### src/rtl/cudc_pkg.sv
package cudc_pkg;

    // One action per rising edge, chosen by priority.
    typedef enum logic [2:0] {
        OP_HOLD  = 3'd0,
        OP_CLEAR = 3'd1,
        OP_LOAD  = 3'd2,
        OP_INC   = 3'd3,
        OP_DEC   = 3'd4
    } step_op_e;

    // Control inputs sampled at the edge.
    typedef struct packed {
        logic clear;
        logic load;
        logic up;
        logic dn;
    } ctl_s;

    // Terminal and cascade flags of one stage.
    typedef struct packed {
        logic tc_up;
        logic tc_dn;
        logic cas_up;
        logic cas_dn;
    } flags_s;

    // Priority: clear, load, up (also wins when both enables are set), down.
    function automatic step_op_e pick_op(input ctl_s c);
        if (c.clear)     return OP_CLEAR;
        else if (c.load) return OP_LOAD;
        else if (c.up)   return OP_INC;
        else if (c.dn)   return OP_DEC;
        else             return OP_HOLD;
    endfunction

endpackage

### src/rtl/cudc_op_decode.sv
module cudc_op_decode
    import cudc_pkg::*;
(
    input  ctl_s     ctl,
    output step_op_e op
);
    always_comb begin
        op = pick_op(ctl);
    end
endmodule

### src/rtl/cudc_state_reg.sv
module cudc_state_reg
    import cudc_pkg::*;
#(
    parameter int W = 4
) (
    input  logic         clk,
    input  step_op_e     op,
    input  logic [W-1:0] din,
    output logic [W-1:0] q
);
    localparam logic [W-1:0] ZERO = '0;
    localparam logic [W-1:0] ONE  = {{(W-1){1'b0}}, 1'b1};

    logic [W-1:0] q_nxt;

    // Modulo 2**W arithmetic: wrap comes from dropping the carry.
    always_comb begin
        unique case (op)
            OP_CLEAR: q_nxt = ZERO;
            OP_LOAD:  q_nxt = din;
            OP_INC:   q_nxt = q + ONE;
            OP_DEC:   q_nxt = q - ONE;
            default:  q_nxt = q;
        endcase
    end

    always_ff @(posedge clk) begin
        q <= q_nxt;
    end
endmodule

### src/rtl/cudc_term_detect.sv
module cudc_term_detect
    import cudc_pkg::*;
#(
    parameter int W = 4
) (
    input  logic [W-1:0] q,
    input  logic         en_up,
    input  logic         en_dn,
    output flags_s       flags
);
    always_comb begin
        flags.tc_up  = &q;
        flags.tc_dn  = ~|q;
        flags.cas_up = flags.tc_up & en_up;
        flags.cas_dn = flags.tc_dn & en_dn;
    end
endmodule

### src/rtl/casc_updown_counter.sv
module casc_updown_counter
    import cudc_pkg::*;
#(
    parameter int W = 4
) (
    input  logic         clk,
    input  logic         rst,
    input  logic         load,
    input  logic         en_up,
    input  logic         en_dn,
    input  logic [W-1:0] din,
    output logic [W-1:0] count,
    output logic         tc_up,
    output logic         tc_dn,
    output logic         cas_up,
    output logic         cas_dn
);
    ctl_s     ctl;
    step_op_e op;
    flags_s   flags;

    assign ctl = '{clear: rst, load: load, up: en_up, dn: en_dn};

    cudc_op_decode u_dec (
        .ctl (ctl),
        .op  (op)
    );

    cudc_state_reg #(.W(W)) u_reg (
        .clk (clk),
        .op  (op),
        .din (din),
        .q   (count)
    );

    cudc_term_detect #(.W(W)) u_term (
        .q     (count),
        .en_up (en_up),
        .en_dn (en_dn),
        .flags (flags)
    );

    assign tc_up  = flags.tc_up;
    assign tc_dn  = flags.tc_dn;
    assign cas_up = flags.cas_up;
    assign cas_dn = flags.cas_dn;
endmodule

### config.mk
export PLATFORM = sky130hd
export DESIGN_NAME = casc_updown_counter
export DESIGN_NICKNAME = d
export VERILOG_FILES = /design/src/rtl/cudc_pkg.sv /design/src/rtl/cudc_op_decode.sv /design/src/rtl/cudc_state_reg.sv /design/src/rtl/cudc_term_detect.sv /design/src/rtl/casc_updown_counter.sv
export SDC_FILE = /design/constraint.sdc
export NUM_CORES = 1
export LEC_CHECK = 0
export BUFFER_PORTS_ARGS = -buffer_cell sky130_fd_sc_hd__buf_2
export CORE_AREA = 2 2 39 41
export CTS_CLUSTER_DIAMETER = 60
export CTS_CLUSTER_SIZE = 25
export DETAILED_ROUTE_END_ITERATION = 8
export DIE_AREA = 0 0 41 43
export GPL_TIMING_DRIVEN = 0
export PLACE_DENSITY = 0.57
export REMOVE_ABC_BUFFERS = 1
export SKIP_CTS_REPAIR_TIMING = 1
export SYNTH_ARGS = -nofsm -noshare
export SYNTH_HDL_FRONTEND = slang
export SYNTH_HIERARCHICAL = 1
export SYNTH_SLANG_ARGS = --single-unit
### constraint.sdc
create_clock -name clk -period 5.2 [get_ports clk]
set_input_delay 0.52 -clock clk [delete_from_list [all_inputs] [get_ports clk]]
set_output_delay 0.52 -clock clk [all_outputs]
set_load 0.02 [all_outputs]
==> reports/summary.txt <==
Setup TNS = 0 ps
Sequential share of power = 0.381
Switching Share = 0.339
Largest net degree at the start of global routing = 10
Biggest regs = u_reg/q x4
Die area = 1760 um^2
Nets = 75
Hold crit path type = in -> reg
Most frequent cells in the layout = buf_2 (16), nor2_1 (5), edfxtp_1 (4)
Worst Setup EP = u_reg/q[3]
Row cnt = 14
Worst setup path category = in -> reg
Endpoints failing hold = 0
Worst setup startpoint = rst
CTS buffer count = 3
Distinct cells, synth = 27
Commonest non-fill, non-tap cell in the layout = buf_2
Gate power share = 0.329
Flop-to-flop setup slack = 3360 ps
Post-Syn Instances = 43
Avg Inst Size Synth = 9.14 um^2
All-Layer GR Usage = 0.117
First-pass GRT wire length = 1370 um
Max H-tree Level = 1
Final setup violation count = 0
Post-route minimum period = 2680 ps
Yosys Warn Count = 6
Seq cells post-synth = 4
Placer congestion estimate = 0.776
Avg WL per Cell = 10.9 um
Final period utilization = 0.515
Worst Path Required = 5170 ps
Initial core utilization = 0.284
Clk sink count = 4
NetSw = 0.0000436 W
Worst r2r path cells = 5
Worst setup SP type = input pin
Max Clk Rate = 0.373 GHz
Pwr per Cell Area = 252 nW/um^2
Post-synth EDFFs = 4
TritonCTS clock tree = done
Drt first-iter violations = 14
Measured slew at the worst slew-check pin = 486 ps
Vias in the first global route = 366
Die X = 41 um
Most flop-heavy register = u_reg/q
Async SR Flop Fraction = 0
Clock Skews = 0.655 ps
GR Overflow Total = 0
Vias/cell = 4.95
Ports = 17
Antenna diodes = 0
Post-Synthesis Cell Area = 393 um^2
RSZ-0062 raised after global routing = no
Relative slew slack = 0.675
Leakage power total = 0.245 nW
Internal power = 0.0000849 W
CP Capture Type = flip-flop
Origin of the critical flop-to-flop path = u_reg/q[2]
Min Hold Slack = 685 ps
First drt pass iteration count = 4
Crit-path max FO = 4
Port buffer count = 16
Share of layout cells above drive strength 1 = 0.393
Largest register FFs = 4
Initial antenna violation count = 0
CTS Buffer Depth = 2
Worst EP arrival = 2650 ps
Clk network pwr share = 0.290
CTS root buf = clkbuf_4
DRT Wirelength = 840 um
Clock latency on the worst-skew pair = 230 ps
Worst VDD drop = 0.0526 mV
Reg clk slew, reported paths = 40 ps
Drt drc = 0
DR vias = 381
Max Cap Viol = 0
Most used DFF post-synth = edfxtp_1
Core area = 1380 um^2
Outcome = finished clean
RR Endpoint = u_reg/q[3]
Register area share after synthesis = 0.306
Die H = 43 um
Fin. max-slew vios = 0
Post-DRT Antenna Nets = 0
Area Overhead vs Synth = 29.9%
==> kinds of logic (layout without fill, tap and decap cells) <==
family,count (synthesis),count (layout),synth area share
and+or+nand+nor,21,21,0.350
AOI/OAI and AO/OA,10,10,0.153
DFF,4,4,0.306
adders and majority gates,3,3,0.115
buffers and inverters,3,21,0.0318
xor gates and xnor gates,2,2,0.0446
==> power by group through the flow <==
stage | combinational [W] | sequential, W | clock [W]
5_1_grt | 0.0000486 | 0.0000503 | 0.0000419
3_3_place_gp | 0.0000424 | 0.0000490 | 0
3_5_place_dp | 0.0000427 | 0.0000498 | 0
4_1_cts | 0.0000427 | 0.0000494 | 0.0000398
2_1_floorplan | 0.0000232 | 0.0000537 | 0
6_report | 0.0000422 | 0.0000490 | 0.0000373
==> cell usage after synthesis (2+ instances only) <==
library cell / number / area share
a21oi_1: 3 / 0.038
a22oi_1: 2 / 0.038
and2_1: 2 / 0.032
edfxtp_1: 4 / 0.31
ha_1: 2 / 0.064
inv_1: 2 / 0.019
nand3_1: 3 / 0.038
nor2_1: 5 / 0.048
o21ai_0: 2 / 0.025
==> through the flow <==
| stage | cell area [um^2] | worst slack, ps | std cells | total power (W) | utilization |
|---|---|---|---|---|---|
| floorplan | 388 | 2660 | 42 | 0.0000769 | - |
| CTS | 510 | 2550 | 77 | 0.000132 | 0.369 |
| global route | 510 | 2330 | 77 | 0.000141 | 0.369 |
| finish | 510 | 2520 | 77 | 0.000128 | 0.369 |
| global placement | 488 | 2310 | 74 | 0.0000914 | 0.353 |
| detailed placement | 488 | 2300 | 74 | 0.0000925 | 0.353 |
==> cell type report <==
| type | instances | area, um^2 |
|---|---|---|
| fillers | 148 | 873 |
| well taps | 16 | 20.0 |
| multi-input cells | 36 | 260 |
| repair buffers | 16 | 80.1 |
| inverters | 2 | 7.51 |
| clock buffers | 3 | 22.5 |
| flip-flops and latches | 4 | 120 |
==> how the worst min path moves through the flow <==
stage,start,end,slack [ps],cells past startpoint
after global placement,u_reg/q[0],u_reg/q[0],770,1
after global routing,din[1],u_reg/q[1],710,3
after detailed placement,u_reg/q[0],u_reg/q[0],770,1
final,din[1],u_reg/q[1],680,3
after CTS,din[1],u_reg/q[1],650,3
after floorplan,din[1],u_reg/q[1],790,2
==> critical path: stages <==
cell and delay (ps):
buf_2 120, nor4b_2 490, nand2b_1 150, nor2_1 270
ha_1 320, a21oi_1 190, and3_1 200, nor3_1 40
or3b_1 350
==> per-layer routing <==
| metal | vias up | track usage | share of wire | wire (um) |
|---|---|---|---|---|
| li1 | 198 | - | - | - |
| met1 | 172 | 0.132 | 0.45 | 378 |
| met2 | 11 | 0.181 | 0.50 | 416 |
| met3 | 0 | 0.0314 | 0.055 | 46 |
| met4 | 0 | 0.0800 | 0 | 0 |
| met5 | - | 0 | 0 | 0 |
Power figures use the tool's default switching activity.
